`config.mk`:
```
export PLATFORM = sky130hd
export DESIGN_NAME = uart_tx_stage
export DESIGN_NICKNAME = d
export VERILOG_FILES = /design/src/rtl/uart_tx_pkg.sv /design/src/rtl/uart_tx_hold.sv /design/src/rtl/uart_tx_shifter.sv /design/src/rtl/uart_tx_stage.sv
export SDC_FILE = /design/constraint.sdc
export NUM_CORES = 1
export LEC_CHECK = 0
export BUFFER_PORTS_ARGS = -buffer_cell sky130_fd_sc_hd__buf_2
export CAP_MARGIN = 20
export CORE_AREA = 4 4 54 76
export DETAILED_ROUTE_END_ITERATION = 8
export DIE_AREA = 0 0 58 80
export GPL_TIMING_DRIVEN = 0
export HOLD_SLACK_MARGIN = 0.02
export MAX_ROUTING_LAYER = met4
export PLACE_DENSITY_LB_ADDON = 0.25
export SYNTH_ARGS = -nofsm -noshare
export SYNTH_HDL_FRONTEND = slang
export SYNTH_SLANG_ARGS = --single-unit
```
`constraint.sdc`:
```
create_clock -name clk -period 3.4 [get_ports clk]
set_clock_uncertainty 0.15 [all_clocks]
set_input_delay 0.51 -clock clk [delete_from_list [all_inputs] [get_ports clk]]
set_output_delay 0.51 -clock clk [all_outputs]
set_load 0.05 [all_outputs]
```
`src/rtl/uart_tx_pkg.sv`:
```
// Package: uart_tx_pkg
// Holds the shared defaults and the state type of the transmit stage.
// Assumes nothing. It has no logic, only parameters and types.
package uart_tx_pkg;

    localparam int unsigned DEF_DATA_W = 8;   // bits per character
    localparam int unsigned DEF_OVS    = 16;  // enable ticks per bit

    typedef enum logic [1:0] {
        TX_IDLE  = 2'd0,
        TX_START = 2'd1,
        TX_DATA  = 2'd2,
        TX_STOP  = 2'd3
    } tx_state_e;

endpackage

```
`src/rtl/uart_tx_hold.sv`:
```
// Module: uart_tx_hold
// Single-entry holding register between the host and the shifter.
// Assumes 'take' is high only in a clock where the shifter loads the held byte.
// A write is accepted when the register is empty, or when it empties in the same clock.
module uart_tx_hold #(
    parameter int unsigned DATA_W = uart_tx_pkg::DEF_DATA_W
) (
    input  logic              clk,
    input  logic              rst_n,
    input  logic              wr_en,
    input  logic [DATA_W-1:0] wr_data,
    input  logic              take,
    output logic              full,
    output logic [DATA_W-1:0] data
);

    logic accept;

    // Decide whether this clock's write is taken.
    always_comb begin
        accept = wr_en && (!full || take);
    end

    // Update the occupancy bit and the stored byte.
    always_ff @(posedge clk) begin
        if (!rst_n) begin
            full <= 1'b0;
            data <= '0;
        end else if (accept) begin
            full <= 1'b1;
            data <= wr_data;
        end else if (take) begin
            full <= 1'b0;
        end
    end

    a_r4_write_fills: assert property (@(posedge clk) disable iff (!rst_n)
        (wr_en && !full) |=> full);

    a_r7_full_write_ignored: assert property (@(posedge clk) disable iff (!rst_n)
        (wr_en && full && !take) |=> ($stable(data) && full));

    a_r6_refill_on_take: assert property (@(posedge clk) disable iff (!rst_n)
        (wr_en && take) |=> (full && data == $past(wr_data)));

endmodule

```
`src/rtl/uart_tx_shifter.sv`:
```
// Module: uart_tx_shifter
// Shift register and bit timer that send one frame: start, data LSB first, stop.
// Assumes 'load' is only high while 'idle' is high and 'tick' is one clock wide.
// Each bit lasts OVS ticks; the frame moves only on clocks with tick high.
module uart_tx_shifter
    import uart_tx_pkg::*;
#(
    parameter int unsigned DATA_W = DEF_DATA_W,
    parameter int unsigned OVS    = DEF_OVS
) (
    input  logic              clk,
    input  logic              rst_n,
    input  logic              tick,
    input  logic              load,
    input  logic [DATA_W-1:0] load_data,
    output logic              txd,
    output logic              idle
);

    localparam int unsigned CNT_W = (OVS > 1) ? $clog2(OVS) : 1;
    localparam int unsigned IDX_W = (DATA_W > 1) ? $clog2(DATA_W) : 1;
    localparam logic [CNT_W-1:0] CNT_LAST = CNT_W'(OVS - 1);
    localparam logic [IDX_W-1:0] IDX_LAST = IDX_W'(DATA_W - 1);

    tx_state_e         state;
    logic [CNT_W-1:0]  tick_cnt;
    logic [IDX_W-1:0]  bit_idx;
    logic [DATA_W-1:0] shreg;
    logic              bit_done;

    // Flag the last tick of the current bit.
    always_comb begin
        bit_done = tick && (tick_cnt == CNT_LAST);
    end

    // Step through the frame states and shift the data out.
    always_ff @(posedge clk) begin
        if (!rst_n) begin
            state    <= TX_IDLE;
            tick_cnt <= '0;
            bit_idx  <= '0;
            shreg    <= '0;
        end else begin
            case (state)
                TX_IDLE: begin
                    if (load) begin
                        shreg    <= load_data;
                        state    <= TX_START;
                        tick_cnt <= '0;
                        bit_idx  <= '0;
                    end
                end
                default: begin
                    if (tick) begin
                        tick_cnt <= bit_done ? '0 : tick_cnt + 1'b1;
                    end
                    if (bit_done) begin
                        case (state)
                            TX_START: state <= TX_DATA;
                            TX_DATA: begin
                                shreg <= shreg >> 1;
                                if (bit_idx == IDX_LAST) begin
                                    state <= TX_STOP;
                                end else begin
                                    bit_idx <= bit_idx + 1'b1;
                                end
                            end
                            default: state <= TX_IDLE;
                        endcase
                    end
                end
            endcase
        end
    end

    // Drive the line level from the frame state.
    always_comb begin
        case (state)
            TX_START: txd = 1'b0;
            TX_DATA:  txd = shreg[0];
            default:  txd = 1'b1;
        endcase
        idle = (state == TX_IDLE);
    end

    a_r3_no_tick_no_move: assert property (@(posedge clk) disable iff (!rst_n)
        (state != TX_IDLE && !tick) |=> ($stable(state) && $stable(tick_cnt) && $stable(txd)));

    a_r2_start_is_low: assert property (@(posedge clk) disable iff (!rst_n)
        (idle && load) |=> !txd);

    a_r2_stop_then_idle: assert property (@(posedge clk) disable iff (!rst_n)
        (state == TX_STOP && bit_done) |=> (idle && txd));

endmodule

```
`src/rtl/uart_tx_stage.sv`:
```
// Module: uart_tx_stage
// Double-buffered UART transmitter: holding register feeding a frame shifter.
// Assumes tick16 is an external 16x baud enable, one clock wide per tick.
// hold_empty rises when the shifter takes the byte; tx_empty rises when all is sent.
module uart_tx_stage
    import uart_tx_pkg::*;
#(
    parameter int unsigned DATA_W = DEF_DATA_W,
    parameter int unsigned OVS    = DEF_OVS
) (
    input  logic              clk,
    input  logic              rst_n,
    input  logic              tick16,
    input  logic              wr_en,
    input  logic [DATA_W-1:0] wr_data,
    output logic              txd,
    output logic              hold_empty,
    output logic              tx_empty
);

    logic              hold_full;
    logic [DATA_W-1:0] hold_data;
    logic              sh_idle;
    logic              take;

    // Hand the held byte over whenever the shifter is idle.
    always_comb begin
        take       = sh_idle && hold_full;
        hold_empty = !hold_full;
        tx_empty   = sh_idle && !hold_full;
    end

    uart_tx_hold #(
        .DATA_W (DATA_W)
    ) u_hold (
        .clk     (clk),
        .rst_n   (rst_n),
        .wr_en   (wr_en),
        .wr_data (wr_data),
        .take    (take),
        .full    (hold_full),
        .data    (hold_data)
    );

    uart_tx_shifter #(
        .DATA_W (DATA_W),
        .OVS    (OVS)
    ) u_shift (
        .clk       (clk),
        .rst_n     (rst_n),
        .tick      (tick16),
        .load      (take),
        .load_data (hold_data),
        .txd       (txd),
        .idle      (sh_idle)
    );

    a_r5_transfer_next_clock: assert property (@(posedge clk) disable iff (!rst_n)
        (hold_full && sh_idle) |=> (!txd && !sh_idle));

    a_r8_empty_means_quiet: assert property (@(posedge clk) disable iff (!rst_n)
        tx_empty |-> (txd && hold_empty));

    a_r4_write_clears_empty: assert property (@(posedge clk) disable iff (!rst_n)
        (wr_en && hold_empty) |=> !tx_empty);

endmodule

```
==> impl_metrics.ini <==
[clock_tree]
cts_tree = built
cts_setup_buffers = 0
cts-root-buf = clkbuf_8
clock_latency_ns = 0.27
postCtsHoldBufs = 0
path_clk_slew_ns = 0.09
clock-sinks = 26
h-tree-depth = 1
post_cts_resize_count = 0
clockBufferDepth = 2
cts_made_buffers = 3

[worst_setup_path]
cpLargestDelayFamily = buffers and inverters
crit_buf_inv = 4
startpoint = u_shift.state[0]$_SDFFE_PN0P_
r2r-start = u_shift.state[0]$_SDFFE_PN0P_
critPathSlowestCell = dfxtp_1
critPathMaxStageDelay_ns = 0.33
worstPathArrival_ns = 1.77
setup.worst_path.start_class = flop
rrSetupSlack_ns = 1.60
cp-end-kind = output port
crit_type = reg -> out
rr_endpoint = u_shift.tick_cnt[3]$_SDFFE_PN0P_
critPathCapture = tx_empty
required_ns = 2.74
crit_cells = 6
worst-r2r-cell-count = 7
crit_top_cell = buf_2
crit_fanout = 10
path_cells = inv_1 > ha_1 > buf_6 > buf_2 > nor2b_1 > buf_2

[route]
drc = 0
drt-total-wl_um = 2630
drt-pass1-iter-count = 4
wl_per_cell_um = 12.8
dr_total_vias = 1043
drt_iter0_markers = 27
antenna_left = 0
viasPerCell = 5.09

[power_and_ir_drop]
pwr-share-clk_pct = 33.7
swShare_pct = 24.5
p_seq_share_pct = 54.0
power.leakage_uw = 0.000600
irDropWorstVdd_mv = 0.253
power.internal_uw = 447
p_per_area_nw_per_um2 = 395
p_sw_uw = 145
pwr-share-comb_pct = 12.3

[synth]
synth-edff-count = 0
synth_top_family_by_area = simple AND/OR/NAND/NOR gates
synth-seq-cells = 26
yosysWarnings = 0
synth-xor-area-share_pct = 0
async_reset_ff_share_pct = 0
syn_avg_cell_area_um2 = 8.99
synth_fa_ha_area_share_pct = 6.59
syn_area_um2 = 1330
yosys.area_share.simple_pct = 18.9
netlist_instances = 148
yosysUniqueCellTypes = 27
synth.area.mux_share_pct = 16.5
synth-compound-area-share_pct = 13.4
ys.flop_type = dfxtp_1
syn_nets = 167
seq_area_frac_synth_pct = 39.1

[timing]
rsz0062_at_grt = false
slew_violations = 0
post-route-period-util_pct = 71.5
tns_ns = 0
tightest_slew_ns = 0.441
hold_violations = 0
setup_slack_ns = 0.968
setup_violations = 0
holdWs_ns = 0.314
period_needed_ns = 2.43
relSlewSlack_pct = 69.8
fmax_ghz = 0.411

[run_status]
status = finished, final reports clean

[finish]
antenna_cells = 0
nets = 185
layout_common_cells = dfxtp_1 (26), nand2_1 (23), buf_2 (15)
final_common_cell = dfxtp_1
drive_above_1_share_pct = 20.0
area_growth_pct = 12.8
utilization_pct = 44.4

[placed_design]
routabilityCongestion = 0.751
place_ws_ns = 1.25
io_buffers = 13
hpwl_um = 2040

[floorplan]
fp.dieH_um = 80
die_area_um2 = 4640
die_w_um = 58
core-area_um2 = 3380
start_util_pct = 39.4
row_count = 25
num_io_pins = 15

[job]
drv_cap = 0

[global_routing]
gr-total-overflow = 0
grt_max_degree = 15
grt_first_pass_wirelength_um = 4630
grt_usage_pct = 12.9
grt_pass1_vias = 1085
antenna_found_initial = 0

[worst_hold_path]
hold_path_class = reg -> reg
## per-stage QoR
stage               power [uW]  area (um2)  instances
CTS                        601        1500        205
global placement           398        1450        201
global route               619        1500        205
finish                     592        1500        205
floorplan                  380        1330        148
detailed placement         400        1450        201
## how the worst min path moves through the flow
stage,from,endpoint,slack (ns),cells after the start
5_1_grt,wr_data[5],u_hold.data[5]$_SDFFE_PN0P_,0.34,3
3_5_place_dp,u_shift.shreg[4]$_SDFFE_PN0P_,u_shift.shreg[4]$_SDFFE_PN0P_,0.30,2
2_1_floorplan,u_shift.shreg[1]$_SDFFE_PN0P_,u_shift.shreg[1]$_SDFFE_PN0P_,0.29,2
3_3_place_gp,u_shift.shreg[1]$_SDFFE_PN0P_,u_shift.shreg[1]$_SDFFE_PN0P_,0.29,2
6_report,u_shift.shreg[6]$_SDFFE_PN0P_,u_shift.shreg[6]$_SDFFE_PN0P_,0.31,2
4_1_cts,u_shift.shreg[4]$_SDFFE_PN0P_,u_shift.shreg[4]$_SDFFE_PN0P_,0.32,2
## cells in the mapped netlist, types with 2 or more instances
library cell  number  area, um2
inv_1              7       26.3
nand2_1           23       86.3
buf_6              2       22.5
nand3_1           10       50.1
nand2b_1           2       12.5
clkbuf_1           4       15.0
mux2_2             7       78.8
nor2_1             3       11.3
o21ai_0           12       60.1
buf_2              2       10.0
a21oi_1           14       70.1
ha_1               7       87.6
mux2i_1           14        140
dfxtp_1           26        521
nor2b_1            3       18.8
## registers in the layout (all words and copies together), names as in the netlist
name and flops:
u_hold.data 8, u_shift.shreg 8, u_shift.tick_cnt 4, u_shift.bit_idx 3
u_shift.state 2, u_hold.full 1
## area by class of cell
| cell class | count | area (um2) |
|---|---|---|
| Fill cell | 353 | 1880 |
| Multi-Input combinational cell | 107 | 736 |
| Sequential cell | 26 | 520 |
| Timing Repair Buffer | 13 | 65.1 |
| Clock buffer | 4 | 55.1 |
| Tap cell | 40 | 50.0 |
| Buffer | 8 | 47.5 |
| Inverter | 7 | 26.3 |
## power by group through the flow
stage          Combinational, uW  Clock, uW  Sequential (uW)
3_3_place_gp                71.6          0              326
3_5_place_dp                73.6          0              327
4_1_cts                     73.9        207              320
2_1_floorplan               54.9          0              325
6_report                    72.8        200              320
5_1_grt                     82.0        216              321
## tightest hold or removal path, stage by stage, from the launching register on
cell,delay (ns)
dfxtp_1,0.32
nand2_1,0.05
mux2i_1,0.06
## layer usage
layer	track usage, %	routed length, um	vias up
li1	-	-	545
met1	14.2	1150	481
met2	22.6	1380	13
met3	2.10	63	4
met4	5.34	36	0
met5	-	0	-
## logic make-up after synthesis
group                    count (synthesis)
buffers and inverters                   15
adder cells (fa/ha/maj)                  7
AO/OA/AOI/OAI                           31
AND/OR/NAND/NOR                         48
flip-flops                              26
multiplexers                            21
No activity file was read; power rests on OpenSTA's default activity.
